### config.mk
export PLATFORM = sky130hd
export DESIGN_NAME = wash_seq_ctrl
export DESIGN_NICKNAME = d
export VERILOG_FILES = /design/src/rtl/wash_pkg.sv /design/src/rtl/wash_next_phase.sv /design/src/rtl/wash_temp_reg.sv /design/src/rtl/wash_out_decode.sv /design/src/rtl/wash_seq_ctrl.sv
export SDC_FILE = /design/constraint.sdc
export NUM_CORES = 1
export LEC_CHECK = 0
export ABC_AREA = 1
export BUFFER_PORTS_ARGS = -buffer_cell sky130_fd_sc_hd__buf_4
export CORE_AREA = 4 4 41 43
export DETAILED_ROUTE_END_ITERATION = 6
export DIE_AREA = 0 0 45 47
export SLEW_MARGIN = 15
export SYNTH_ARGS = -nofsm -noshare
export SYNTH_HDL_FRONTEND = slang
export SYNTH_SLANG_ARGS = --single-unit
### constraint.sdc
create_clock -name clk -period 1.33 [get_ports clk]
set_clock_uncertainty 0.15 [all_clocks]
set_input_delay 0.133 -clock clk [delete_from_list [all_inputs] [get_ports clk]]
set_output_delay 0.133 -clock clk [all_outputs]
set_load 0.05 [all_outputs]
### src/rtl/wash_pkg.sv
package wash_pkg;

   // Program phases. The encoding order is also the program order.
   typedef enum logic [2:0] {
      PH_IDLE   = 3'd0,
      PH_DRAIN  = 3'd1,
      PH_SELECT = 3'd2,
      PH_FILL   = 3'd3,
      PH_WASH   = 3'd4,
      PH_RINSE  = 3'd5,
      PH_DRY    = 3'd6,
      PH_FINISH = 3'd7
   } phase_t;

   localparam int unsigned ACT_COUNT = 6;
   localparam int unsigned ACT_DRAIN = 0;
   localparam int unsigned ACT_HOT   = 1;
   localparam int unsigned ACT_COLD  = 2;
   localparam int unsigned ACT_WASH  = 3;
   localparam int unsigned ACT_RINSE = 4;
   localparam int unsigned ACT_DRY   = 5;

   // Phase that owns a given actuator bit. The valve bits share the fill phase.
   function automatic phase_t owner_phase(input int unsigned idx);
      case (idx)
         ACT_DRAIN:          return PH_DRAIN;
         ACT_HOT, ACT_COLD:  return PH_FILL;
         ACT_WASH:           return PH_WASH;
         ACT_RINSE:          return PH_RINSE;
         default:            return PH_DRY;
      endcase
   endfunction

   function automatic logic is_timed(input phase_t ph);
      return (ph == PH_WASH) || (ph == PH_RINSE) || (ph == PH_DRY);
   endfunction

endpackage

### src/rtl/wash_next_phase.sv
module wash_next_phase
   import wash_pkg::*;
(
   input  phase_t phase_q,
   input  logic   start,
   input  logic   tub_empty,
   input  logic   time_over,
   input  logic   entry_q,
   output phase_t phase_d
);

   logic tick_ok;

   // An expiry flag seen in the first cycle of a timed phase is stale.
   assign tick_ok = time_over && !entry_q;

   always_comb begin
      phase_d = phase_q;
      if (phase_q != PH_IDLE && !start) begin
         phase_d = PH_IDLE;
      end else begin
         unique case (phase_q)
            PH_IDLE:   if (start)      phase_d = PH_DRAIN;
            PH_DRAIN:  if (tub_empty)  phase_d = PH_SELECT;
            PH_SELECT:                 phase_d = PH_FILL;
            PH_FILL:   if (!tub_empty) phase_d = PH_WASH;
            PH_WASH:   if (tick_ok)    phase_d = PH_RINSE;
            PH_RINSE:  if (tick_ok)    phase_d = PH_DRY;
            PH_DRY:    if (tick_ok)    phase_d = PH_FINISH;
            PH_FINISH:                 phase_d = PH_IDLE;
            default:                   phase_d = PH_IDLE;
         endcase
      end
   end

endmodule

### src/rtl/wash_temp_reg.sv
module wash_temp_reg (
   input  logic clk,
   input  logic rst,
   input  logic capture,
   input  logic hot_cold,
   output logic hot_q
);

   always_ff @(posedge clk) begin
      if (rst)          hot_q <= 1'b0;
      else if (capture) hot_q <= hot_cold;
   end

endmodule

### src/rtl/wash_out_decode.sv
module wash_out_decode
   import wash_pkg::*;
#(
   parameter int unsigned ACT_W = ACT_COUNT
) (
   input  phase_t           phase_q,
   input  logic             hot_q,
   input  logic             entry_q,
   output logic [ACT_W-1:0] act_en,
   output logic             timer_start,
   output logic             done
);

   for (genvar i = 0; i < ACT_W; i++) begin : g_act
      if (i == ACT_HOT) begin : g_hot
         assign act_en[i] = (phase_q == PH_FILL) && hot_q;
      end else if (i == ACT_COLD) begin : g_cold
         assign act_en[i] = (phase_q == PH_FILL) && !hot_q;
      end else begin : g_plain
         assign act_en[i] = (phase_q == owner_phase(i));
      end
   end

   assign timer_start = entry_q;
   assign done        = (phase_q == PH_FINISH);

endmodule

### src/rtl/wash_seq_ctrl.sv
module wash_seq_ctrl
   import wash_pkg::*;
#(
   parameter int unsigned ACT_W = ACT_COUNT
) (
   input  logic             clk,
   input  logic             rst,
   input  logic             start,
   input  logic             hot_cold,
   input  logic             tub_empty,
   input  logic             time_over,
   output logic [ACT_W-1:0] act_en,
   output logic             timer_start,
   output logic             done
);

   initial begin
      if (ACT_W != ACT_COUNT)
         $fatal(1, "wash_seq_ctrl: ACT_W must equal %0d", ACT_COUNT);
   end

   phase_t phase_q;
   phase_t phase_d;
   logic   entry_q;
   logic   hot_q;

   wash_next_phase u_next (
      .phase_q   (phase_q),
      .start     (start),
      .tub_empty (tub_empty),
      .time_over (time_over),
      .entry_q   (entry_q),
      .phase_d   (phase_d)
   );

   wash_temp_reg u_temp (
      .clk      (clk),
      .rst      (rst),
      .capture  (phase_q == PH_SELECT),
      .hot_cold (hot_cold),
      .hot_q    (hot_q)
   );

   always_ff @(posedge clk) begin
      if (rst) begin
         phase_q <= PH_IDLE;
         entry_q <= 1'b0;
      end else begin
         phase_q <= phase_d;
         entry_q <= (phase_d != phase_q) && is_timed(phase_d);
      end
   end

   wash_out_decode #(.ACT_W(ACT_W)) u_dec (
      .phase_q     (phase_q),
      .hot_q       (hot_q),
      .entry_q     (entry_q),
      .act_en      (act_en),
      .timer_start (timer_start),
      .done        (done)
   );

endmodule

# Yosys cells after proc, flatten, opt, wreduce, memory -nomap -nowiden
# Index checks and enable logic that the tools add are counted.
classes:
  muxes: 8
  n_reduce_logical: 12
  eq_ne: 11
op_table:
  columns: ["op", "count"]
  rows:
  - ["case mux 3 bit (8 select lines)", 1]
  - ["equality test 3 bit (second input constant)", 7]
  - ["2-to-1 mux 3 bit", 7]
  - ["equality test 3 x 2 -> 1 bit (second input constant)", 2]
  - ["logical AND 1 bit", 5]
  - ["equality test 3 x 1 -> 1 bit (second input constant)", 1]
  - ["zero test 1 bit", 3]
  - ["zero test 3 bit", 1]
  - ["!= test 3 bit", 1]
  - ["nonzero test 3 bit", 1]
  - ["logical OR 1 bit", 2]
word_totals:
  elab_cells: 34
  input_bits: 6
  regBits: 5
  output_inout_bits: 8

# Logic depth before layout (Yosys ltp)
depth:
  word_depth: 9
  ltp_mapped: 10
  depth_no_buf: 10

# Hierarchy
# Synthesis repeated with hierarchy kept, for this count alone.
hier_totals:
  hier_cells: 73
  area_unflattened_um2: 395.4
by_module_without_submodules:
  columns: ["mod", "cells_each", "area_each_um2", "n_inst", "seq_area_each_um2"]
  rows:
  - ["wash_seq_ctrl", 22, 162.7, 1, 80.1]
  - ["wash_next_phase", 28, 122.6, 1, 0.0]
  - ["wash_out_decode", 16, 65.1, 1, 0.0]
  - ["wash_temp_reg", 7, 45.0, 1, 20.0]

# Worst setup path after synthesis
# OpenSTA, ideal clock, no wires.
synth_timing:
  path_type: "register -> register"
  from: "register phase_q[2]"
  to: "register entry_q"
  path_slack_ps: -846
  path_buffers: 0
  required_ps: 1068
  setup_time_ps: 112
  t_arrival_ps: 1914
  period_less_slack_ps: 2176
  path_stages_with_launch: 6
  path_cell_list: "dfxtp_1 -> inv_2 -> nor3_1 -> nor3_2 -> nand2_1 -> nor2_1"
synth_via:
  elab_chain_len: 7
  word_cells_on_any_way: 25
  cone_classes: "eq/ne (11); mux (8); reduce/logical (6)"
synth_rtl:
  columns: ["item", "line", "rtl"]
  rows:
  - ["from (decl)", "wash_seq_ctrl.sv:22", "phase_t phase_q;"]
  - ["from (signal assigned)", "wash_seq_ctrl.sv:49", "phase_q <= phase_d;"]
  - ["equality test 3 bit *", null, null]
  - ["via done", "wash_seq_ctrl.sv:14", "output logic done"]
  - ["case mux 3 bit (8 select lines) *", "wash_next_phase.sv:22", "unique case (phase_q)"]
  - ["2-to-1 mux 3 bit *", "wash_next_phase.sv:19", "if (phase_q != PH_IDLE && !start) begin"]
  - ["equality test 3 bit", "wash_pkg.sv:35", "return (ph == PH_WASH) || (ph == PH_RINSE) || (ph == PH_DRY);"]
  - ["logical OR 1 bit (2 in series)", "wash_pkg.sv:35", null]
  - ["logical AND 1 bit *", "wash_seq_ctrl.sv:50", "entry_q <= (phase_d != phase_q) && is_timed(phase_d);"]
  - ["to (signal assigned)", "wash_seq_ctrl.sv:50", null]
  - ["to (decl)", "wash_seq_ctrl.sv:24", "logic entry_q;"]
# Mark *: on every way through the listed nets, which the timed path passes. The rest lies on a longest branch.
# A chain may end at the register's enable or synchronous reset.

# Final worst setup path
layout_timing:
  from: "register phase_q[1]"
  to: "output port done"
layout_via:
  elab_chain_len: 1
layout_rtl:
  columns: ["item", "line", "rtl"]
  rows:
  - ["equality test 3 bit", "wash_out_decode.sv:25", "assign done = (phase_q == PH_FINISH);"]
  - ["to (decl)", "wash_seq_ctrl.sv:14", null]
# No other way between the ends.

==> results.json <==
{
  "die_h_um": 47,
  "final_max_slew_viol_count": 0,
  "synth_area_per_cell_um2": 6.39,
  "clock_latency_ns": 0.25,
  "root_buffer": "clkbuf_4",
  "dr.pass1.iters": 4,
  "overflow": 0,
  "final_area_um2": 833,
  "hold_violations": 0,
  "clockBufferDepth": 2,
  "finalPower_uw": 473,
  "worstMarginPinSlew_ns": 0.188,
  "cp-start-kind": "flop",
  "final_core_util_pct": 64.0,
  "grt_pass1_wl_um": 2100,
  "grt_pass1_vias": 542,
  "yosysSeqAreaShare_pct": 27.5,
  "worstHoldStart": "hot_cold",
  "crit_arrival_ns": 1.15,
  "cpMostUsedCell": "buf_6",
  "crit_chain": "inv_6 -> buf_6 -> nor3_4 -> buf_6",
  "place_ws_ns": -0.0496,
  "synth.ff_latch_count": 5,
  "post-route-period-util_pct": 108,
  "syn_area_um2": 364,
  "yosys.cell_types.count": 16,
  "diodes": 0,
  "crit_start": "phase_q[1]$_SDFF_PP0_",
  "start_util_pct": 28.0,
  "hpwl_um": 759,
  "fmax_mhz": 697,
  "crit_fanout": 4,
  "routabilityCongestion": 0.776,
  "wl_per_cell_um": 10.9,
  "drc": 0,
  "setup_viol_count_final": 6,
  "cap_viol_max_count": 0,
  "rsz0062_at_grt": "true",
  "fp.dieW_um": 45,
  "cts.sinks": 5,
  "crit_type": "reg2out",
  "powerDensity_nw_per_um2": 568,
  "max-vdd-ir-drop_v": 0.000397,
  "cts_buffers": 3,
  "dp_cells": 97,
  "drive_above_1_share_pct": 71.0,
  "violations": "negative setup slack",
  "stdcell_count": 108,
  "hp-class": "in2reg",
  "design.core.area_um2": 1300,
  "track_usage_pct": 13.4,
  "p_leak_nw": 0.389,
  "fin_ws_ns": -0.105,
  "fill_cells": 105,
  "syn-num-nets": 63,
  "cp_num_buf_inv": 3,
  "drtAntennaViolNets": 0,
  "hold_slack_ns": 0.0343,
  "outcome": "finished, violations left",
  "grt_max_degree": 7,
  "area_delta_synth_final_pct": 129,
  "critPathTopFamily": "flip-flops",
  "floorplan.rows": 13,
  "routed_wl_um": 1170,
  "synth_cells": 57,
  "period_minus_slack_ns": 1.44,
  "tns_ns": -0.418,
  "vias": 507,
  "io_buffers": 13,
  "worstSetupEndpointType": "primary output",
  "antenna_found_initial": 0,
  "dieArea_um2": 2120,
  "via_per_inst": 4.69,
  "cp.required_ns": 1.05,
  "ys_warn_count": 0,
  "max_stage_delay_ns": 0.38,
  "num_io_pins": 14,
  "worst_path_max_delay_cell": "dfxtp_4",
  "path_clk_slew_ns": 0.04,
  "htreeDepth": 1,
  "num-nets-final": 100,
  "rr_startpoint": "phase_q[1]$_SDFF_PP0_",
  "slew_headroom_pct": 87.3,
  "drt_iter0_drc": 11,
  "placed_area_um2": 584,
  "cts_tree": "done"
}
==> synthesized netlist by cell type <==
cell / number / share of area [%]
o21ai_0: 1 / 1.4
buf_6: 1 / 3.1
inv_1: 4 / 4.1
nand3_1: 13 / 18
clkinv_2: 1 / 1.4
nor3_2: 1 / 2.7
inv_2: 2 / 2.1
nand2_2: 4 / 6.9
nand2_4: 1 / 3.1
nand3_2: 1 / 2.7
nor2_1: 10 / 10
dfxtp_1: 5 / 27
a211oi_1: 1 / 2.1
nor2_4: 1 / 3.1
nand2_1: 10 / 10
nor3_1: 1 / 1.4
==> cells in the final DEF (no fill, tap or decap) <==
| cell type | instances |
|---|---|
| clkbuf_1 | 1 |
| nand3_4 | 2 |
| buf_6 | 12 |
| nand3_1 | 6 |
| nand2_1 | 8 |
| dlygate4sd3_1 | 1 |
| a211oi_1 | 1 |
| o21ai_0 | 1 |
| dfxtp_4 | 3 |
| dfxtp_1 | 1 |
| nand2_4 | 1 |
| nor3_2 | 1 |
| nor2_4 | 5 |
| nand3_2 | 6 |
| nor2_2 | 1 |
| dfxtp_2 | 1 |
| clkbuf_4 | 3 |
| inv_1 | 3 |
| inv_2 | 1 |
| nor2_1 | 5 |
| buf_4 | 18 |
| nor3_4 | 1 |
| clkinv_4 | 1 |
| inv_6 | 2 |
| buf_8 | 2 |
| nand2_2 | 6 |
==> power by group <==
group,total (mW),switching [mW],internal (mW)
sequential,0.161,0.00980,0.151
clock,0.177,0.0634,0.114
combinational,0.135,0.0692,0.0656
==> per-layer routing <==
metal	up-vias	GRT usage [%]	part of all wire, %	wire length [um]
li1	258	-	-	-
met1	232	15.0	43	508
met2	12	23.7	51	595
met3	5	3.83	3.3	39
met4	0	5.26	2.4	28
met5	-	0	0	0
==> what timing repair did <==
action	CTS	global route
pin swaps	8	10
resized for setup	27	19
setup endpoints to repair	8	9
endpoints found under the hold margin	4	0
setup buffers	6	0
hold buffers	1	0
==> state kept, by name, summed over array words and instances, names as in the netlist <==
signal        cells
phase_q           3
u_temp.hot_q      1
entry_q           1
==> area by class of cell <==
class / count / area [um2] / area share [%]
Inverter: 7 / 41.3 / 4.95
Clock buffer: 4 / 26.3 / 3.15
Tap cell: 15 / 18.8 / 2.25
Multi-Input combinational cell: 44 / 324 / 38.9
Sequential cell: 5 / 113 / 13.5
Timing Repair Buffer: 33 / 310 / 37.2
==> worst paths after layout <==
kind	cells after the start	to	slack [ns]
setup reg to reg	10	entry_q$_SDFF_PP0_	-0.02
setup / recovery	4	done	-0.11
hold / removal	3	u_temp.hot_q$_SDFFE_PP0P_	0.03
hold reg to reg	2	u_temp.hot_q$_SDFFE_PP0P_	0.42
==> logic make-up after synthesis <==
family	Yosys count	synth area share, %
AND/OR/NAND/NOR	42	58.4
buffers and inverters	8	10.7
flip-flops	5	27.5
AO/OA/AOI/OAI	2	3.44
==> worst reg2reg max path: cells and delay by family (launching register included) <==
family | cells | cell delay, ns
AND/OR/NAND/NOR | 9 | 0.64
flip-flops | 1 | 0.36
buffers and inverters | 1 | 0.08
Power figures use the tool's default switching activity.
